$ cat config.mk
export PLATFORM = sky130hd
export DESIGN_NAME = csr_rmw_unit
export DESIGN_NICKNAME = d
export VERILOG_FILES = /design/src/rtl/csr_rmw_pkg.sv /design/src/rtl/csr_rmw_alu.sv /design/src/rtl/csr_rmw_file.sv /design/src/rtl/csr_rmw_unit.sv
export SDC_FILE = /design/constraint.sdc
export NUM_CORES = 1
export LEC_CHECK = 0
export BUFFER_PORTS_ARGS = -buffer_cell sky130_fd_sc_hd__buf_2
export CORE_MARGIN = 8
export CORE_UTILIZATION = 33
export CTS_CLUSTER_DIAMETER = 200
export DETAILED_ROUTE_END_ITERATION = 8
export HOLD_SLACK_MARGIN = 0.1
export PLACE_DENSITY = 0.93
export REMOVE_ABC_BUFFERS = 1
export SYNTH_ARGS = -nofsm -noshare
export SYNTH_HDL_FRONTEND = slang
export SYNTH_SLANG_ARGS = --single-unit
export TNS_END_PERCENT = 10
$ cat constraint.sdc
create_clock -name clk -period 3.9 [get_ports clk]
set_clock_uncertainty 0.15 [all_clocks]
set_input_delay 0.195 -clock clk [delete_from_list [all_inputs] [get_ports clk]]
set_output_delay 0.195 -clock clk [all_outputs]
set_load 0.1 [all_outputs]
$ cat src/rtl/csr_rmw_pkg.sv
// Shared constants and encodings for the CSR set/clear unit.
// Assumes CSR_W >= 16 so the context-state field fits in the status word.
package csr_rmw_pkg;
    localparam int FLAG_W  = 5;    // exception-flag register width
    localparam int FS_LSB  = 13;   // low bit of the context-state field
    localparam int ADDR_W  = 12;   // CSR address width
    localparam int IDX_W   = 5;    // source-index / immediate width

    typedef enum logic [0:0] {
        RMW_SET = 1'b0,
        RMW_CLR = 1'b1
    } rmw_kind_e;

    typedef enum logic [1:0] {
        FS_OFF   = 2'd0,
        FS_INIT  = 2'd1,
        FS_CLEAN = 2'd2,
        FS_DIRTY = 2'd3
    } fs_state_e;
endpackage

$ cat src/rtl/csr_rmw_alu.sv
// Operand select, set/clear arithmetic and write-permission decision.
// Purely combinational. Assumes the caller supplies the CSR's old value
// for the same address in the same cycle.
module csr_rmw_alu
    import csr_rmw_pkg::*;
#(
    parameter int CSR_W = 32
) (
    input  logic                  op_valid,
    input  logic                  op_kind,
    input  logic                  op_imm,
    input  logic [IDX_W-1:0]      src_idx,
    input  logic [CSR_W-1:0]      src_val,
    input  logic [ADDR_W-1:0]     csr_addr,
    input  logic [CSR_W-1:0]      old_val,
    output logic                  wr_en,
    output logic [CSR_W-1:0]      new_val,
    output logic                  ro_fault
);
    logic [CSR_W-1:0] operand;
    logic             wr_req;
    logic             addr_ro;

    // Choose immediate or register operand.
    always_comb begin
        operand = src_val;
        if (op_imm) begin
            operand = '0;
            operand[IDX_W-1:0] = src_idx;
        end
    end

    // Compute the value a write would store.
    always_comb begin
        if (op_kind == RMW_CLR) new_val = old_val & ~operand;
        else                    new_val = old_val | operand;
    end

    // A zero index turns the operation into a pure read.
    always_comb begin
        wr_req   = op_valid && (src_idx != '0);
        addr_ro  = (csr_addr[ADDR_W-1 -: 2] == 2'b11);
        ro_fault = wr_req && addr_ro;
        wr_en    = wr_req && !addr_ro;
    end
endmodule

$ cat src/rtl/csr_rmw_file.sv
// Register file: exception flags, context state, constant identifier.
// Read is combinational. Writes and FP flag merging take effect at the
// clock edge, with the CSR result applied before the FP flags are OR-ed in.
module csr_rmw_file
    import csr_rmw_pkg::*;
#(
    parameter int                CSR_W       = 32,
    parameter logic [ADDR_W-1:0] FLAGS_ADDR  = 12'h001,
    parameter logic [ADDR_W-1:0] STATUS_ADDR = 12'h300,
    parameter logic [ADDR_W-1:0] ID_ADDR     = 12'hF14,
    parameter logic [CSR_W-1:0]  ID_VALUE    = 'h0A51
) (
    input  logic                clk,
    input  logic                rst_n,
    input  logic [ADDR_W-1:0]   csr_addr,
    input  logic                wr_en,
    input  logic [CSR_W-1:0]    wr_val,
    input  logic                fp_valid,
    input  logic [FLAG_W-1:0]   fp_flags,
    output logic [CSR_W-1:0]    rd_data,
    output logic                fp_illegal,
    output logic [FLAG_W-1:0]   flags_q,
    output logic [1:0]          fs_q
);
    logic [FLAG_W-1:0] flags_d;
    logic [1:0]        fs_d;
    logic              fp_ok;
    logic              unused_wr_bits;

    assign unused_wr_bits = ^wr_val;

    // Read mux over the mapped CSRs; unmapped addresses read zero.
    always_comb begin
        rd_data = '0;
        if (csr_addr == FLAGS_ADDR) begin
            rd_data[FLAG_W-1:0] = flags_q;
        end else if (csr_addr == STATUS_ADDR) begin
            rd_data[FS_LSB +: 2] = fs_q;
            rd_data[CSR_W-1]     = (fs_q == FS_DIRTY);
        end else if (csr_addr == ID_ADDR) begin
            rd_data = ID_VALUE;
        end
    end

    // Next state: CSR write first, then FP flag accumulation.
    always_comb begin
        fp_ok      = fp_valid && (fs_q != FS_OFF);
        fp_illegal = fp_valid && (fs_q == FS_OFF);
        flags_d    = flags_q;
        fs_d       = fs_q;
        if (wr_en) begin
            if (csr_addr == FLAGS_ADDR) begin
                flags_d = wr_val[FLAG_W-1:0];
                fs_d    = FS_DIRTY;
            end else if (csr_addr == STATUS_ADDR) begin
                fs_d = wr_val[FS_LSB +: 2];
            end
        end
        if (fp_ok) begin
            flags_d = flags_d | fp_flags;
            if (fp_flags != '0) fs_d = FS_DIRTY;
        end
    end

    // State registers with synchronous active-low reset.
    always_ff @(posedge clk) begin
        if (!rst_n) begin
            flags_q <= '0;
            fs_q    <= FS_OFF;
        end else begin
            flags_q <= flags_d;
            fs_q    <= fs_d;
        end
    end
endmodule

$ cat src/rtl/csr_rmw_unit.sv
// Top of the CSR set/clear unit. Returns the old CSR value sign-extended
// to XLEN in the same cycle and commits the update at the next edge.
// Assumes XLEN >= CSR_W and CSR_W >= 16.
module csr_rmw_unit
    import csr_rmw_pkg::*;
#(
    parameter int                XLEN        = 64,
    parameter int                CSR_W       = 32,
    parameter logic [ADDR_W-1:0] FLAGS_ADDR  = 12'h001,
    parameter logic [ADDR_W-1:0] STATUS_ADDR = 12'h300,
    parameter logic [ADDR_W-1:0] ID_ADDR     = 12'hF14,
    parameter logic [CSR_W-1:0]  ID_VALUE    = 'h0A51
) (
    input  logic               clk,
    input  logic               rst_n,
    input  logic               op_valid,
    input  logic               op_kind,
    input  logic               op_imm,
    input  logic [IDX_W-1:0]   src_idx,
    input  logic [XLEN-1:0]    rs1_val,
    input  logic [ADDR_W-1:0]  csr_addr,
    input  logic               fp_valid,
    input  logic [FLAG_W-1:0]  fp_flags,
    output logic [XLEN-1:0]    rd_val,
    output logic               csr_illegal,
    output logic               fp_illegal
);
    localparam int EXT_W = XLEN - CSR_W;

    logic [CSR_W-1:0]  old_val;
    logic [CSR_W-1:0]  new_val;
    logic              wr_en;
    logic [FLAG_W-1:0] flags_w;
    logic [1:0]        fs_w;
    logic              unused_src_bits;

    assign unused_src_bits = ^rs1_val;

    csr_rmw_alu #(.CSR_W(CSR_W)) alu_i (
        .op_valid (op_valid),
        .op_kind  (op_kind),
        .op_imm   (op_imm),
        .src_idx  (src_idx),
        .src_val  (rs1_val[CSR_W-1:0]),
        .csr_addr (csr_addr),
        .old_val  (old_val),
        .wr_en    (wr_en),
        .new_val  (new_val),
        .ro_fault (csr_illegal)
    );

    csr_rmw_file #(
        .CSR_W       (CSR_W),
        .FLAGS_ADDR  (FLAGS_ADDR),
        .STATUS_ADDR (STATUS_ADDR),
        .ID_ADDR     (ID_ADDR),
        .ID_VALUE    (ID_VALUE)
    ) file_i (
        .clk        (clk),
        .rst_n      (rst_n),
        .csr_addr   (csr_addr),
        .wr_en      (wr_en),
        .wr_val     (new_val),
        .fp_valid   (fp_valid),
        .fp_flags   (fp_flags),
        .rd_data    (old_val),
        .fp_illegal (fp_illegal),
        .flags_q    (flags_w),
        .fs_q       (fs_w)
    );

    // Sign-extend the old value to the register width.
    generate
        if (EXT_W > 0) begin : g_sext
            assign rd_val = {{EXT_W{old_val[CSR_W-1]}}, old_val};
        end else begin : g_same
            assign rd_val = old_val;
        end
    endgenerate
endmodule

==> flow_summary.ini <==
[synthesis]
synth_area_leaders = buf_4 (39%), dfxtp_1 (13%), mux2i_1 (4.6%)
synthFlopType = dfxtp_1
synth_adder_area_share_pct = 0
ys_ff_latch = 7
synthDistinctLibCells = 33
synth_top_area_share_pct = 38.5
yosysWarnings = 0
syn-cell-area_mm2 = 0.00109
syn_area_per_cell_um2 = 7.96
postSynth.asyncResetShare_pct = 0
synth_top_family_by_area = buffers and inverters
syn_inst = 137
muxShareOfSynthArea_pct = 6.65
synthXorXnorAreaFrac_pct = 0
synth_area_leader_cell = buf_4
synth_edf_count = 0
synth_compound_area_share_pct = 15.9
yosys.area_share.simple_pct = 24.3
ys_seq_area_share_pct = 12.8

[drt]
vias = 1064
ant_nets = 0
via_per_inst = 4.53
wire_per_inst_um = 13.4
dr.first_iter.drc_count = 35
remaining_drc_errors = 0
drt_first_pass_iters = 4
routed_wl_mm = 3.15

[cts]
cts.repair.resized = 0
clk_pin_slew_ns = 0.05
cts_max_level = 1
cts_tree = yes
clock-sinks = 7
cts_buffer_depth = 2
cts_buffers = 3
clockRootBuffer = clkbuf_4
worstSkewPairLatency_ns = 0.26

[sta]
finalHoldViolations = 0
worstMarginPinSlew_ns = 1.06
slew_headroom_pct = 28.6
setup_violations = 0
finalMaxSlewViolations = 0
timing.final.crit_period_ns = 2.62
rsz0062_at_grt = false
post-route-period-util_pct = 67.2
max_freq_mhz = 382
hold_ws_ns = 0.155

[pwr]
clkPwrFrac_pct = 24.0
p_leak_nw = 0.689
power_switching_w = 0.000149
pwr-share-seq_pct = 25.3
p_int_w = 0.000136
p_sw_share_pct = 52.3
comb_power_share_pct = 50.7
total_power_w = 0.000286
vdd_drop_max_v = 0.000152
powerDensity_mw_per_mm2 = 224

[finish]
drive_above_1_share_pct = 49.7
layout.nets = 282
n_antenna_cell = 0
syn_to_final_growth_pct = 16.9

[floorplan]
dieHeight_um = 73.5
start_util_pct = 33.5
core-area_mm2 = 0.00326
die_w_um = 73.5
dieArea_mm2 = 0.00540
ioPinCount = 158
rows = 21

[hold_path]
hp-class = in -> reg

[worst_setup_path]
cp.required_ns = 3.56
cp-end-kind = output pin
arrival_ns = 2.27
critPathKind = in -> out
cp-start-kind = input port
worstPathMaxFanout = 33

[place]
dp_hpwl_mm = 2.75
io_buffers = 79
globalplace.congestion = 0.911

[grt]
track_usage_pct = 10.9
overflow = 0
grt_start_max_net_pins = 34
first_global_vias = 1034
grt_pass1_wl_mm = 4.67
antenna_found_initial = 0

[status]
status = complete, no violations

[job]
drv_cap = 0
cell usage after synthesis (3+ instances only):
cell	instances
or3_1	4
inv_1	3
nor3_1	3
nor2_1	5
mux2i_1	5
nand3_1	3
buf_4	56
nand2_1	5
o21ai_0	5
and2_1	6
a21oi_1	4
a31oi_1	3
dfxtp_1	7
critical path, cell delays in order:
cell	delay (ns)
buf_2	0.12
nor4_4	0.38
nand2_1	0.18
nor2_1	0.21
and3_1	0.63
buf_2	0.55
flip-flops by register name, indices dropped and copies added (netlist names):
| signal | cells |
|---|---|
| file_i.flags_q | 5 |
| file_i.fs_q | 2 |
power by group through the flow:
stage | Sequential (W) | Clock [W] | Combinational (W)
global route | 0.0000723 | 0.0000749 | 0.000151
finish | 0.0000723 | 0.0000686 | 0.000145
CTS | 0.0000723 | 0.0000710 | 0.000144
floorplan | 0.0000737 | 0 | 0.000111
global placement | 0.0000739 | 0 | 0.000138
detailed placement | 0.0000739 | 0 | 0.000139
layout make-up:
cell class / instances / area (um2)
tap: 46 / 57.6
inverter: 4 / 15.0
multi-input combinational: 90 / 591
fill: 350 / 1980
clock buffer: 4 / 26.3
sequential: 7 / 140
timing repair buffer: 84 / 445
cell usage in the layout (no fill, tap or decap):
cell	count
a211o_1	2
a211oi_1	2
a21oi_1	4
a22oi_1	2
a31oi_1	3
a41o_2	2
and2_1	6
and2_2	1
and3_1	1
buf_2	79
clkbuf_1	1
clkbuf_4	3
clkinv_1	1
conb_1	21
dfxtp_1	7
dlygate4sd3_1	5
inv_1	3
mux2_2	2
mux2i_1	5
nand2_1	5
nand3_1	3
nand3_2	1
nand3b_1	1
nor2_1	5
nor3_1	3
nor3b_1	1
nor4_1	1
nor4_4	2
nor4b_4	1
o211ai_1	1
o21a_1	1
o21ai_0	5
o22ai_2	2
or2_4	1
or3_1	4
or4_1	2
logic make-up after synthesis:
kind of cell / after synthesis
buf+inv: 60
simple gates: 38
compound gates: 24
mux: 7
flops: 7
other cells: 1
worst paths after layout:
kind	slack [ns]	from	end	cells after the start
setup / recovery	1.28	csr_addr[11]	rd_val[58]	6
hold / removal	0.15	fp_flags[0]	file_i.flags_q[0]	3
setup reg to reg	2.60	file_i.fs_q[0]	file_i.fs_q[0]	4
hold reg to reg	0.37	file_i.flags_q[3]	file_i.flags_q[3]	2
routing by layer:
metal	track usage [%]	part of all wire [%]
met1	11.4	38
met2	18.4	43
met3	5.59	18
met4	2.88	0.79
met5	0	0
what timing repair did:
item | 4_1_cts | 5_1_grt
setup buffers | 0 | 0
endpoints found under the hold margin | 5 | 0
hold buffers | 5 | 0
per-stage QoR:
step           utilization [%]  cell area (um2)  worst slack [ns]  cells  TNS (ns)
2_1_floorplan                -              746            -19.27    101   -679.77
3_3_place_gp              36.8             1200              1.31    226         0
3_5_place_dp              36.8             1200              1.25    226         0
4_1_cts                   39.1             1270              1.25    235         0
5_1_grt                   39.1             1270             0.999    235         0
6_report                  39.1             1270              1.28    235         0
(Power assumes the default switching activity.)
